$ cat src/rtl/ifd_pkg.sv
package ifd_pkg;
  localparam int WORD_W = 16;
  localparam int OP_W   = 8;
  localparam int REG_W  = 4;
  localparam int IMM_W  = 8;
  localparam int LEN_W  = 3;

  typedef enum logic [1:0] {
    FORM_NONE  = 2'd0,
    FORM_ONE   = 2'd1,
    FORM_TWO   = 2'd2,
    FORM_THREE = 2'd3
  } form_e;

  typedef enum logic [2:0] {
    MSZ_NONE = 3'b000,
    MSZ_BYTE = 3'b001,
    MSZ_HALF = 3'b010,
    MSZ_WORD = 3'b100
  } msz_e;

  typedef struct packed {
    form_e              form;
    logic [OP_W-1:0]    op;
    logic [REG_W-1:0]   ra;
    logic [REG_W-1:0]   rb;
    logic [IMM_W-1:0]   imm;
    logic               ext;
    logic [LEN_W-1:0]   len;
    msz_e               msz;
    logic               store;
    logic               zext;
    logic               illegal;
  } dec_t;

  // Layout 1 opcode is defined
  function automatic logic f1_legal(input logic [OP_W-1:0] op);
    return op inside {[8'h00:8'h0E], [8'h19:8'h39]};
  endfunction

  // Layout 1 opcode carries a trailing 32-bit word
  function automatic logic f1_ext(input logic [OP_W-1:0] op);
    return op inside {8'h01, 8'h03, 8'h08, 8'h09, 8'h0C, 8'h0D, 8'h1A,
                      8'h1B, 8'h1D, 8'h1F, 8'h20, 8'h22, 8'h24, 8'h30,
                      [8'h36:8'h39]};
  endfunction

  // Access size of a layout 1 memory opcode
  function automatic msz_e f1_msz(input logic [OP_W-1:0] op);
    msz_e s;
    case (op)
      8'h06, 8'h07, 8'h08, 8'h09, 8'h0A, 8'h0B, 8'h0C, 8'h0D: s = MSZ_WORD;
      8'h1C, 8'h1D, 8'h1E, 8'h1F, 8'h36, 8'h37:               s = MSZ_BYTE;
      8'h21, 8'h22, 8'h23, 8'h24, 8'h38, 8'h39:               s = MSZ_HALF;
      default:                                                s = MSZ_NONE;
    endcase
    return s;
  endfunction

  // Direction of a layout 1 memory opcode
  function automatic logic f1_store(input logic [OP_W-1:0] op);
    return op inside {8'h06, 8'h09, 8'h0B, 8'h0D, 8'h1E, 8'h1F, 8'h37,
                      8'h23, 8'h24, 8'h39};
  endfunction
endpackage

$ cat src/rtl/ifd_form_sel.sv
module ifd_form_sel
  import ifd_pkg::*;
#(
  parameter int MAX_COND = 9
) (
  input  logic [WORD_W-1:0] word,
  output form_e             form,
  output logic [OP_W-1:0]   op,
  output logic [REG_W-1:0]  ra,
  output logic [REG_W-1:0]  rb,
  output logic [IMM_W-1:0]  imm,
  output logic              cond_bad
);
  always_comb begin
    form     = FORM_ONE;
    op       = '0;
    ra       = '0;
    rb       = '0;
    imm      = '0;
    cond_bad = 1'b0;
    if (!word[15]) begin
      form = FORM_ONE;
      op   = word[15:8];
      ra   = word[7:4];
      rb   = word[3:0];
    end else if (!word[14]) begin
      form = FORM_TWO;
      op   = {6'b0, word[13:12]};
      ra   = word[11:8];
      imm  = word[7:0];
    end else begin
      form     = FORM_THREE;
      op       = {4'b0, word[13:10]};
      cond_bad = word[13:10] > 4'(MAX_COND);
    end
  end
endmodule

$ cat src/rtl/ifd_f1_attr.sv
module ifd_f1_attr
  import ifd_pkg::*;
(
  input  logic [OP_W-1:0] op,
  output logic            legal,
  output logic            ext,
  output msz_e            msz,
  output logic            store
);
  always_comb begin
    legal = f1_legal(op);
    ext   = f1_ext(op);
    msz   = f1_msz(op);
    store = f1_store(op);
  end
endmodule

$ cat src/rtl/ifd_decode_stage.sv
module ifd_decode_stage
  import ifd_pkg::*;
#(
  parameter int MAX_COND  = 9,
  parameter int LEN_SHORT = 2,
  parameter int LEN_LONG  = 6
) (
  input  logic              clk,
  input  logic              rst_n,
  input  logic              in_valid,
  input  logic [WORD_W-1:0] in_word,
  output logic              out_valid,
  output logic [1:0]        out_form,
  output logic [OP_W-1:0]   out_op,
  output logic [REG_W-1:0]  out_ra,
  output logic [REG_W-1:0]  out_rb,
  output logic [IMM_W-1:0]  out_imm,
  output logic              out_ext,
  output logic [LEN_W-1:0]  out_len,
  output logic [2:0]        out_mem_size,
  output logic              out_store,
  output logic              out_zext,
  output logic              out_illegal
);
  localparam logic [LEN_W-1:0] LS = LEN_W'(LEN_SHORT);
  localparam logic [LEN_W-1:0] LL = LEN_W'(LEN_LONG);

  form_e              raw_form;
  logic [OP_W-1:0]    raw_op;
  logic [REG_W-1:0]   raw_ra, raw_rb;
  logic [IMM_W-1:0]   raw_imm;
  logic               f3_illegal;
  logic               f1_ok, f1_long, f1_st;
  msz_e               f1_size;
  logic               f1_illegal;
  logic               dec_illegal;
  dec_t               nxt, q;
  logic               valid_q;

  ifd_form_sel #(.MAX_COND(MAX_COND)) u_sel (
    .word(in_word), .form(raw_form), .op(raw_op), .ra(raw_ra),
    .rb(raw_rb), .imm(raw_imm), .cond_bad(f3_illegal)
  );

  ifd_f1_attr u_attr (
    .op(raw_op), .legal(f1_ok), .ext(f1_long), .msz(f1_size), .store(f1_st)
  );

  assign f1_illegal  = (raw_form == FORM_ONE) && !f1_ok;
  assign dec_illegal = f1_illegal || f3_illegal;

  always_comb begin
    nxt     = '0;
    nxt.len = LS;
    if (dec_illegal) begin
      nxt.illegal = 1'b1;
    end else begin
      nxt.form = raw_form;
      nxt.op   = raw_op;
      nxt.ra   = raw_ra;
      nxt.rb   = raw_rb;
      nxt.imm  = raw_imm;
      if (raw_form == FORM_ONE) begin
        nxt.ext   = f1_long;
        nxt.len   = f1_long ? LL : LS;
        nxt.msz   = f1_size;
        nxt.store = f1_st;
        nxt.zext  = !f1_st && (f1_size == MSZ_BYTE || f1_size == MSZ_HALF);
      end
    end
  end

  always_ff @(posedge clk or negedge rst_n) begin
    if (!rst_n) begin
      q       <= '0;
      valid_q <= 1'b0;
    end else begin
      valid_q <= in_valid;
      if (in_valid) q <= nxt;
    end
  end

  assign out_valid    = valid_q;
  assign out_form     = q.form;
  assign out_op       = q.op;
  assign out_ra       = q.ra;
  assign out_rb       = q.rb;
  assign out_imm      = q.imm;
  assign out_ext      = q.ext;
  assign out_len      = q.len;
  assign out_mem_size = q.msz;
  assign out_store    = q.store;
  assign out_zext     = q.zext;
  assign out_illegal  = q.illegal;


  illegal_masks_chk: assert property (@(posedge clk) disable iff (!rst_n)
    out_illegal |-> (out_len == LS && out_form == 2'd0 && !out_ext &&
                     out_mem_size == 3'b000 && !out_store));

  ext_len_chk: assert property (@(posedge clk) disable iff (!rst_n)
    (out_valid && !out_illegal) |-> (out_len == (out_ext ? LL : LS)));

  msz_onehot_chk: assert property (@(posedge clk) disable iff (!rst_n)
    $onehot0(out_mem_size));

  zext_load_chk: assert property (@(posedge clk) disable iff (!rst_n)
    out_zext |-> (!out_store && (out_mem_size == 3'b001 || out_mem_size == 3'b010)));

  valid_delay_chk: assert property (@(posedge clk) disable iff (!rst_n)
    in_valid |=> out_valid);

  hold_chk: assert property (@(posedge clk) disable iff (!rst_n)
    !in_valid |=> ($stable(out_op) && $stable(out_form) && $stable(out_len)));

  branch_noregs_chk: assert property (@(posedge clk) disable iff (!rst_n)
    (out_form == 2'd3) |-> (out_ra == '0 && out_rb == '0 && out_imm == '0));
endmodule

$ cat config.mk
export PLATFORM = sky130hd
export DESIGN_NAME = ifd_decode_stage
export DESIGN_NICKNAME = d
export VERILOG_FILES = /design/src/rtl/ifd_pkg.sv /design/src/rtl/ifd_form_sel.sv /design/src/rtl/ifd_f1_attr.sv /design/src/rtl/ifd_decode_stage.sv
export SDC_FILE = /design/constraint.sdc
export NUM_CORES = 1
export LEC_CHECK = 0
export ABC_AREA = 1
export BUFFER_PORTS_ARGS = -buffer_cell sky130_fd_sc_hd__buf_2
export CORE_MARGIN = 10
export CORE_UTILIZATION = 30
export CTS_CLUSTER_DIAMETER = 80
export CTS_CLUSTER_SIZE = 40
export DETAILED_ROUTE_END_ITERATION = 10
export PLACE_DENSITY = 0.6
export SLEW_MARGIN = 10
export SYNTH_ARGS = -nofsm -noshare
export SYNTH_HDL_FRONTEND = slang
export SYNTH_HIERARCHICAL = 1
export SYNTH_SLANG_ARGS = --single-unit
export TNS_END_PERCENT = 1
$ cat constraint.sdc
create_clock -name clk -period 1.1 [get_ports clk]
set_input_delay 0.11 -clock clk [delete_from_list [all_inputs] [get_ports clk]]
set_output_delay 0.11 -clock clk [all_outputs]
set_load 0.02 [all_outputs]
==> results of run 1 <==
-- metrics by stage --
stage               instances  worst slack [ns]
floorplan                 310            -0.481
global placement          497            -0.761
detailed placement        497            -0.764
CTS                       514            -0.424
global route              515            -0.526
finish                    515            -0.427
-- power groups by stage --
stage	clock network (uW)	registers [uW]	logic (uW)
after CTS	1210	1420	1090
after global placement	0	1440	973
after floorplan	0	1560	452
after detailed placement	0	1450	974
final	1170	1420	1100
after global routing	1260	1430	1200
-- cells by family after synthesis --
family          synth area share
simple gates               0.446
buf+inv                    0.110
flops                      0.408
compound gates            0.0326
other cells              0.00350
-- area by class of cell --
| cell class | instances | area share |
|---|---|---|
| Tap cell | 96 | 0.0367 |
| Inverter | 28 | 0.0394 |
| Clock buffer | 5 | 0.0210 |
| Sequential cell | 35 | 0.267 |
| Timing Repair Buffer | 116 | 0.261 |
| Multi-Input combinational cell | 232 | 0.361 |
| Clock inverter | 3 | 0.0134 |
-- worst max-delay path, delay by kind of cell --
kind	cells	cell delay, ns
and+or+nand+nor	13	0.87
buffers and inverters	6	0.70
-- flip-flops by register name (all words and copies together) (netlist names), 2 cells and up --
signal / flops
out_len: 2
out_imm: 8
out_rb: 4
out_form: 2
out_ra: 4
out_mem_size: 3
out_op: 8
-- path summary, 6_finish.rpt --
check                           cells past startpoint  slack (ns)               to
worst min register to register                      1        0.46       out_len[1]
worst max register to register                      1        0.35       out_len[1]
min in group asynchronous                           3        0.38        out_op[6]
worst min-delay path                                2        0.10       out_len[1]
worst max-delay path                               19       -0.43        out_ra[1]
max in group asynchronous                           3        0.41  out_mem_size[1]
-- layout by cell type, fill, tap and decap left out, types with 4 or more instances in the layout --
| cell type | count |
|---|---|
| nand2_1 | 112 |
| nand2_4 | 5 |
| clkbuf_8 | 5 |
| a21oi_1 | 4 |
| nor2_4 | 5 |
| inv_1 | 18 |
| buf_4 | 53 |
| nand2_2 | 33 |
| o21ai_0 | 4 |
| nand3_1 | 15 |
| buf_2 | 53 |
| nor2_2 | 7 |
| buf_12 | 4 |
| nor2_1 | 29 |
| nand3_4 | 4 |
| inv_2 | 7 |
| dfrtp_1 | 35 |
-- synth_stat cells, drive strengths merged --
cell type and instances:
a21oi 4, and3 1, buf 15, conb 2
dfrtp 35, inv 28, nand2 150, nand3 22
nand4 1, nor2 42, o211ai 1, o21ai 7
o31ai 1, or2 1
-- repair_timing --
| item | CTS | global route |
|---|---|---|
| cloned | 2 | 0 |
| gates resized for setup | 20 | 20 |
| buffers inserted | 5 | 1 |
| setup endpoints to repair | 31 | 31 |
| hold buffers | 2 | 0 |
| hold endpoints to repair | 36 | 0 |
| pin swaps | 9 | 8 |
-- layer usage --
| layer | part of all wire | routed length (um) | vias to the layer above |
|---|---|---|---|
| met5 | 0 | 0 | - |
| met4 | 0.015 | 96 | 0 |
| met3 | 0.040 | 255 | 11 |
| met2 | 0.51 | 3240 | 50 |
| met1 | 0.43 | 2760 | 1032 |
| li1 | - | - | 1148 |
==> impl.org, run 1 <==
** Routing
- The first routing iteration left 63 violations.
- Wire length after detailed routing :: 6350 um
- Number of nets with antenna violations after detailed routing :: 0
- The detailed router placed 2241 vias in this run.
- Before antenna repair, the detailed router went through 4 iterations.
- Using the TritonRoute via totals, the vias-per-cell ratio works out to 4.35.
- After detailed routing, the number of remaining DRC violations is 0.
- DR WL/cell :: 12.3 um

** Cells and area
- Flip-flop and latch area :: 876 um2
- Summing all multi-input logic gate instances after layout gives 1180 um2.
- Final core occ :: 0.477
- The repair_antennas step left the layout with diodes totalling 0.
- Final Net Count :: 437
- Fraction of layout instances using a drive strength above 1 :: 0.456
- Layout overhead on the synthesized area :: 52.4%
- Final std cell area, no fill :: 3270 um2
- Filler cell count :: just over 700

** Floorplan
- From bottom edge to top edge, the die measures 105 um.
- In this run the core area contains 30 standard-cell rows.
- Die Span X :: 105 um
- The die covers approximately 11000 um2.
- For this design the top-level I/O count stands at 56.
- In this run the standard cell core region covers 6870 um2.
- Initial Util :: 0.313

** Power and ir drop
- Power spread over the standard cell area amounts to 1130 nW/um2.
- Final total power :: about 3700 uW
- Of the total power, registers draw 0.385.
- Summed over all cells, the static leakage comes to 0.00183 uW.
- Portion of total power attributed to combinational logic :: 0.297
- Switching Share :: 0.316
- Internal power consumption :: 2520 uW
- The share of total power dissipated in the clock network is 0.317.
- IR drop worst, VDD :: 0.391 mV
- In this run the power spent charging and discharging nets is 1160 uW.

** GRT
- Initial antenna violation count :: 0
- Maximum number of pins on one net before global-route repair :: 36
- In the global route stage, overall resource usage came out at 0.116.
- Vias in the first global route :: 2263
- In the global route stage, met2 resource usage came out at 0.208.
- The first global-routing pass estimated 10700 um of wire.
- For this run, global-route usage on met3 was measured as 0.0276.
- For this run, global-route usage on met1 was measured as 0.133.
- Grt total ovfl :: 0
- Global-route layer with the greatest usage :: met2

** Critical path
- At the worst endpoint, the required time is 1.28 ns.
- The critical path is of the in -> reg type.
- Launching instance or port of the critical path :: in_word[15]
- Sort of element at the end of the critical path :: flop
- Worst R2R Start :: out_len[1]
- On the worst path, the slowest cell contributes a delay of 0.14 ns.
- The slowest stage of the critical path belongs to the cell buf_12.
- STA classifies the critical path startpoint as an input port.
- The signal on the critical path passes through buf_8 > buf_12 > buf_8 > nand3_4 > nand3_4 > nor2_4 > nand2_2 > nand3_2 > nand2_1 > nand3_1 > nand2_1 > inv_2 > nand3_4 > nand2_4 > nor2_8 > buf_12 > buf_12 > nand2_2 > nand2_1.
- Arrival time of the worst setup path :: around 1.7 ns
- Of all nets on the critical path, the largest fanout is 8.

** Placed design
- DP Area :: 2920 um2
- HPWL after detailed placement :: 5060 um
- Input/output buffers :: 54
- At the end of routability-driven placement, the weighted congestion stood at 0.875.

** STA
- Worst slack on hold paths :: 0.102 ns
- Share of the cycle needed by the critical path after routing :: 1.39
- Total count of hold-check failures in the final report :: 0
- Worst-case setup margin in the final layout :: -0.427 ns
- Achievable Freq :: 655 MHz
- Adding up every negative setup slack in the final design gives -12.17 ns.
- Setup violations remaining at the end of the flow were counted as 31.
- Post-layout min period :: 1.53 ns
- Fin Clk Skew :: 0 ns
- Final number of max-transition violations :: 0
- Setup repair after global routing could not meet its margin everywhere.

** Clock tree
- Clock-pin slew was measured on the worst setup and hold paths at about 0.08 ns.
- In this run the deepest clock path goes through 2 buffers.
- TritonCTS clock tree :: built
- Root Buffer Master :: clkbuf_8
- H-tree level count :: 2
- Clock sink count :: 35
- Number of clock buffers inserted by TritonCTS :: 5
- Worst skew pair latency :: between 0.2 and 0.3 ns

** Run status
- Violated checks :: setup timing
- The flow ran to the end, but the final reports show violations.

** Synthesis
- Yosys mapped the design onto 25 distinct sky130hd cell types.
- The number of nets handed over by synthesis was 329.
- Each instance of the synthesized netlist takes up on average 6.93 um2.
- Number of synthesis warnings :: 6
- Number of register bits inferred by synthesis :: 35
- Largest area contributor in the synthesized netlist :: dfrtp_1
- Synthesized instance count :: 310
- The share of synthesized area in the top cell type comes to 0.408.
- The share of the Yosys chip area taken by registers is 0.408.
- Cell area after synthesis :: around 2100 um2
- Synth top area cells :: dfrtp_1 41%, nand2_1 23%, nor2_1 5.9%

** Hold path
- The worst hold path begins at in_valid.
- Path category of the worst min-delay check :: in -> reg

** Flow run
- Max capacitance violation total :: 0
Note: power is estimated with default switching activity, not from simulation.
==> inputs of run 2 (changes only) <==
Settings changed: CAP_MARGIN from default to 20, CORE_UTILIZATION 30 to 52, PLACE_DENSITY 0.6 to 0.89.
==> run 2 against run 1 <==
Effect of this change:
- die area down 35%
- via count up 23%
- sequential power about the same
- hold slack better by 0.013 ns
- sequential cell count unchanged
- highest routed layer unchanged
- clock skew unchanged
- the flow still finishes with violations (setup timing)
- combinational power up 9%
- non-clock buffer count up 1
==> impl.org, run 2 (same netlist as run 1, synthesis figures left out) <==
** STA
- RSZ-0062 raised after global routing :: yes
- Fin Clk Skew :: 0 ns
- Timing would allow up to 559 MHz.
- Final number of max-transition violations :: 0
- Setup violations remaining at the end of the flow were counted as 31.
- Worst-case setup margin in the final layout :: -0.688 ns
- The routed design could run at a clock period as short as around 1.8 ns.
- The number of endpoints with negative hold slack in the final report was 0.
- In the finished design, the share of the clock period the worst path needs comes to 1.63.

** Clock tree
- Number of buffers on the longest clock path :: 2
- Clock sink count :: 35
- Worst skew pair latency :: 0.29 ns
- After clock tree synthesis, the clock-pin slew on the worst setup and hold paths is 0.08 ns.
- Clock tree synthesis selected as its root buffer the cell clkbuf_8.
- TritonCTS built the clock tree.
- H-tree level count :: 2
- In this run, CTS created clock tree buffers numbering 5.

** Cells and area
- The filler cells instantiated in the layout total 210.
- Fraction of layout instances using a drive strength above 1 :: 0.483
- Once layout is complete, the cells apart from fillers number 470.
- The library cell used most frequently in the layout, excluding fill and tap cells, is nand2_1.
- The repair_antennas step left the layout with diodes totalling 0.
- Top library cells by usage in the layout, fill and taps aside :: 108 x nand2_1, 55 x buf_4, 52 x buf_2
- Final Net Count :: 438
- The area growth from synthesis to layout is 50.6%.
- Final std cell area, no fill :: 3240 um2

** Placed design
- Counting tap cells, the placed design contains a total of 450 instances.
- Post-place setup slack :: -0.761 ns
- The congestion estimate from routability-driven global placement came to around 0.88.
- Input/output buffers :: 54
- After legalization and detailed placement, the total HPWL measured 5050 um.
- After detailed placement, the total cell area comes to between 2000 and 3000 um2.

** Routing
- Wire length after detailed routing :: around 9500 um
- For this block, the via count after detailed routing is 2747.
- Remaining design rule violation count :: 0
- DR WL/cell :: 20.1 um
- The first detailed-routing pass ran for 6 iterations.
- Dividing the detail-routed via count by the number of cells gives 5.84.
- After the first detailed-routing iteration, the DRC count stood at 381.
- Number of nets with antenna violations after detailed routing :: 0

** Hold path
- Path category of the worst min-delay check :: in -> reg

** Floorplan
- I/O Pins :: 56
- Die span in y :: 84.3 um
- Die area :: 7100 um2
- Placeable core region :: 4000 um2
- The die is 84.3 um wide.
- Initial Util :: 0.537
- Row count :: 23

** Critical path
- Data arrives at the worst endpoint at 2.02 ns.
- Counting stages on the worst path, the most repeated cell is nand2_2.
- Slowest cell delay on critical path :: 0.19 ns
- CP max FO :: 11
- CP cell instances :: buf_8 > buf_12 > inv_16 > nand2_2 > nand3_4 > inv_2 > nor2_2 > nand2_2 > nand4_1 > nand3_2 > nand2_2 > inv_2 > nand3_4 > nand2_4 > nor2_8 > buf_12 > nand2_2 > nand2_2
- Sort of element at the end of the critical path :: flop
- The critical path contains buffers and inverters numbering 6 combined.
- Cell family with the largest share of critical-path delay :: simple AND/OR/NAND/NOR gates
- Worst path required time :: 1.33 ns
- Critical path's slowest cell :: nor2_8
- Kind of start point of the critical path :: input port
- WS Path Type :: in -> reg

** Run status
- Violated checks :: setup timing
- Status :: complete, but fails checks

** GRT
- Initial antenna violation count :: 0
- The first global-routing pass estimated 14100 um of wire.
- Vias in the first global route :: around 2800
- In the global route stage, overall resource usage came out at 0.239.
- Entering global routing, the biggest net connects 24 pins.
- Grt total ovfl :: 0

** Power and ir drop
- Reported leakage power :: 0.00182 uW
- In this run the power density over the cells is 1200 nW/um2.
- The worst-case IR drop observed on VDD is 0.894 mV.

** Flow run
- Max capacitance violation total :: 0
[run 2: metal layers]
layer | vias up | GRT usage | routed length, um
li1 | 1150 | - | -
met1 | 1273 | 0.253 | 3210
met2 | 245 | 0.405 | 4490
met3 | 79 | 0.0754 | 1070
met4 | 0 | 0.148 | 682
met5 | - | 0 | 0
[run 2: area by class of cell]
type	instances	area, um2	area share
clock inverter	2	35.0	0.0108
inverter	28	129	0.0398
timing repair buffer	117	822	0.254
tap	50	62.6	0.0193
sequential	35	876	0.271
multi-input combinational	232	1230	0.380
clock buffer	6	82.6	0.0255
[run 2: stage by stage]
stage	utilization	power [uW]	hold WS (ns)	TNS, ns
global placement	0.717	2390	0.0143	-19.49
global route	0.809	4010	0.124	-19.46
floorplan	-	2010	-0.186	-12.94
finish	0.809	3870	0.115	-18.56
detailed placement	0.717	2420	0.0237	-22.20
CTS	0.797	3740	0.0909	-11.11
[run 2: path summary, 6_finish.rpt]
kind,startpoint,end,slack [ns],cells after the start
min,in_valid,out_len[1],0.11,2
max reg2reg,out_len[1],out_len[1],0.35,1
min reg2reg,out_len[1],out_len[1],0.47,1
max,in_word[15],out_op[2],-0.69,18
max in group asynchronous,rst_n,out_form[0],0.41,3
min in group asynchronous,rst_n,out_imm[5],0.26,2
[run 2: timing repair]
item | in CTS | in global routing
pin swaps | 13 | 12
endpoints found under the setup margin | 31 | 31
hold buffers | 2 | 0
resized for setup | 24 | 30
hold endpoints to repair | 28 | 0
buffers inserted | 9 | 2
gates cloned | 1 | 0
[run 2: power by group]
part	total (uW)	switching (uW)	internal, uW
clock	1240	508	734
sequential	1430	54.7	1380
combinational	1200	746	449
total	3870	1310	2560
==> inputs of run 3 (changes only) <==
Settings changed: PLACE_DENSITY 0.89 to 0.9, SYNTH_HIERARCHICAL 1 to default.
==> run 3 against run 2 <==
Effect of this change:
- the run still ends with setup timing left
- worst setup slack gained 0.40 ns
- utilization up 1.4 points
- die area shrank 6.6%
- critical path depth down 3
- global-route usage is 2.0 points lower
- final area is 6.9% lower
- cell count shrank 11%
- register-to-register slack about the same
- critical endpoint is now out_op[1]
- largest cell class unchanged
- highest routed layer unchanged
==> impl.org, run 3 <==
** Run status
- Status :: complete, but fails checks
- The checks that failed: setup timing.

** Placed design
- HPWL after detailed placement :: 4860 um
- Final weighted congestion in routability-driven placement :: 0.963
- Prior to clock tree synthesis, the placed netlist has a worst setup slack of -0.550 ns.
- DP Area :: 2700 um2
- Once placement completed, the tool counted placed cells totaling roughly 400.
- Input/output buffers :: 53

** Floorplan
- In this run the standard cell core region covers 3660 um2.
- The initial utilization of the core area, before any placement, comes to 0.536.
- Row count :: 22
- Die span in y :: 81.4 um
- Die Span X :: 81.4 um
- The die covers 6630 um2.
- I/O Pins :: between 50 and 60

** Cells and area
- In the layout the commonest cells are 74 x nand2_1, 50 x buf_2, 50 x buf_4.
- The area growth from synthesis to layout is 53.5%.
- Number of flip-flops in the largest register :: 8
- The finished cells cover about 3000 um2.
- In the final layout, the share of cells above drive strength 1 is 0.482.
- Count of inserted antenna diode cells :: 0
- Leaving out filler cells and counting taps, the final layout contains 419.
- Most common library cell in the layout ignoring fill and taps :: nand2_1
- Final Net Count :: 389

** Power and ir drop
- Share of power burned in the clock network :: 0.280
- Summed over all nets, the switching power comes to roughly 1200 uW.
- For this design the static power due to leakage is approximately 0.0016 uW.
- The share of total power dissipated in sequential elements is 0.403.
- Internal power comes to 2280 uW.
- Portion of total power attributed to combinational logic :: 0.317
- Switching Share :: 0.347
- In this run the power density over the cells is 1160 nW/um2.
- IR drop worst, VDD :: 0.954 mV

** Synthesis
- The share of synthesized area in the top cell type comes to 0.433.
- Area fraction in compound gates after synthesis :: 0.0892
- Number of register bits inferred by synthesis :: 34
- Counting every instance in the synthesized netlist gives 262.
- Sorting the synthesized cells by area gives the leading types as dfrtp_1 43%, nand2_1 17%, nand3_1 5.1%.
- Share of synthesized flip-flops with an asynchronous set or reset :: 1.00
- For this run, the register share of the synthesized area comes to 0.433.
- Yosys mapped a number of flops with a built-in enable equal to 0.
- Cell area after synthesis :: 1960 um2
- Number of synthesis warnings :: 0
- Share of cell area taken by muxes after synthesis :: 0
- Ranked by instance count, the synthesized netlist is headed by 90 x nand2_1, 34 x dfrtp_1, 25 x inv_1.
- Adder and majority gate portion of the synthesized area :: 0
- A synthesized cell averages 7.49 um2.
- By area, the combinational part of the netlist is dominated by simple AND/OR/NAND/NOR gates.
- Yosys instantiated no cell more often than nand2_1.
- In the synthesized netlist the dominant register cell turns out to be dfrtp_1.
- Xor/xnor cell area share of the yosys netlist :: 0
- Synth unique cells :: 26
- Largest area contributor in the synthesized netlist :: dfrtp_1
- Of the total synthesized cell area, the portion taken by AND, OR, NAND and NOR gates is 0.383.

** Hold path
- The min-delay analysis places its worst path in the category in -> reg.
- In this run the most critical hold path is launched from in_valid.
- The worst hold path was traced through 2 stages.
- The path with the worst hold slack has its endpoint at out_op[6].

** STA
- The total count of max-transition violations in the final report is 0.
- In the post-route analysis, the smallest setup slack over all paths is -0.284 ns.
- Setup violations remaining at the end of the flow were counted as 23.
- Setup repair after global routing could not meet its margin everywhere.
- Of the available clock period, the critical path in the final layout requires 1.26.
- For the finished layout, the period the worst path requires is 1.38 ns.
- Achievable Freq :: 723 MHz
- Fin Clk Skew :: 0 ns
- The number of endpoints with negative hold slack in the final report is 0.

** Routing
- Count of routing violations after the opening detailed-route iteration :: 271
- In the final routed layout, each cell accounts on average for 18.0 um.
- Once detail routing completed, the nets flagged for antenna violations numbered 0.
- Detailed routing inserted a total of 2398 vias.
- In the routed design, unresolved DRC markers number 0.
- Wire length after detailed routing :: 7550 um
- The first detailed-routing pass ran for 5 iterations.
- Vias per Instance :: 5.72

** Critical path
- For the worst setup path, the data required time is about 1.3 ns.
- The setup check on the worst reg-to-reg path leaves a slack of ~0.35 ns.
- STA classifies the critical path endpoint as a flop.
- Total stage count of the critical path :: 15
- The cell that appears most often on the critical path is nand2_2.
- The critical path goes through buf_8 > buf_12 > nand3_2 > nand2_2 > nor2_4 > nand2_2 > nand2_2 > nand2_2 > nand2_2 > nand3_4 > nand2_4 > nand2_8 > buf_6 > nand3b_1 > nand2_1.
- STA classifies the critical path startpoint as an input port.
- Number of buffers and inverters on the critical path :: 3
- Measured in cells, the most critical reg-to-reg path has a length of 1.
- Slowest cell delay on critical path :: 0.18 ns
- Capturing point of the worst reg2reg path :: out_len[1]
- At the worst endpoint, the arrival time is 1.56 ns.
- The startpoint identified for the worst register-to-register timing path is out_len[1].
- Cell family with the largest share of critical-path delay :: simple AND/OR/NAND/NOR gates
- The slowest stage of the critical path belongs to the cell nor2_4.
- In this run the worst path has a maximum fanout of 8.
- The critical path is of the in -> reg type.

** GRT
- Grt total ovfl :: 0
- Vias in the first global route :: 2390
- Entering global routing, the biggest net connects 36 pins.
- Aggregate global-route resource usage :: 0.219
- First-pass GRT wire length :: 11400 um
- The initial antenna violation count came to 0.

** Clock tree
- The longest clock path from root to sink contains 2 buffers.
- TritonCTS clock tree :: built
- Worst skew pair latency :: 0.29 ns
- Clock sink count :: 34
- Clock-pin slew reported for the worst setup and hold paths after clock tree synthesis :: roughly 0.070 ns
- H-tree level count :: 2
- Root Buffer Master :: clkbuf_8
- Number of clock buffers inserted by TritonCTS :: 5

** Flow run
- Across the run, the number of max-cap violations was 0.
run 3: layout make-up:
cell class / instances / area (um2)
Multi-Input combinational cell: 191 / 1120
Sequential cell: 34 / 851
Timing Repair Buffer: 111 / 777
Fill cell: 204 / 648
Inverter: 27 / 110
Clock buffer: 6 / 82.6
Tap cell: 48 / 60.1
Clock inverter: 2 / 12.5
run 3: power by group through the flow:
stage | clock network (uW) | logic, uW | registers (uW)
4_1_cts | 981 | 1010 | 1400
6_report | 977 | 1110 | 1410
3_5_place_dp | 0 | 942 | 1420
2_1_floorplan | 0 | 404 | 1540
5_1_grt | 1050 | 1180 | 1420
3_3_place_gp | 0 | 910 | 1420
run 3: metrics by stage:
stage                     utilization  hold WS [ns]  total power, uW  setup TNS (ns)
after floorplan                     -        -0.186             1950           -3.51
after global placement          0.737        0.0757             2330          -10.59
after detailed placement        0.737        0.0799             2370          -11.90
after CTS                       0.800       0.00104             3400           -2.25
after global routing            0.823        0.0470             3650           -7.34
final                           0.823        0.0535             3490           -5.70
run 3: worst max path at each step:
| stage | from | end |
|---|---|---|
| floorplan | in_word[15] | out_ra[0] |
| global placement | in_word[15] | out_rb[2] |
| detailed placement | in_word[15] | out_ra[0] |
| CTS | in_word[15] | out_op[1] |
| global route | in_word[13] | out_zext |
| finish | in_word[15] | out_op[1] |
run 3: metal layers:
metal / GRT usage / part of all wire
met1: 0.240 / 0.38
met2: 0.355 / 0.46
met3: 0.0819 / 0.10
met4: 0.133 / 0.058
met5: 0 / 0
run 3: cells by family (layout without fill, tap and decap cells):
kind of cell    Yosys count  after routing
compound gates           30             30
buf+inv                  38            146
flops                    34             34
other cells               1              2
simple gates            159            159
run 3: what timing repair did:
item	4_1_cts	5_1_grt
endpoints found under the hold margin	19	1
setup buffers	4	2
pin swaps	22	13
gates resized for setup	31	19
hold buffers	1	1
endpoints found under the setup margin	23	23
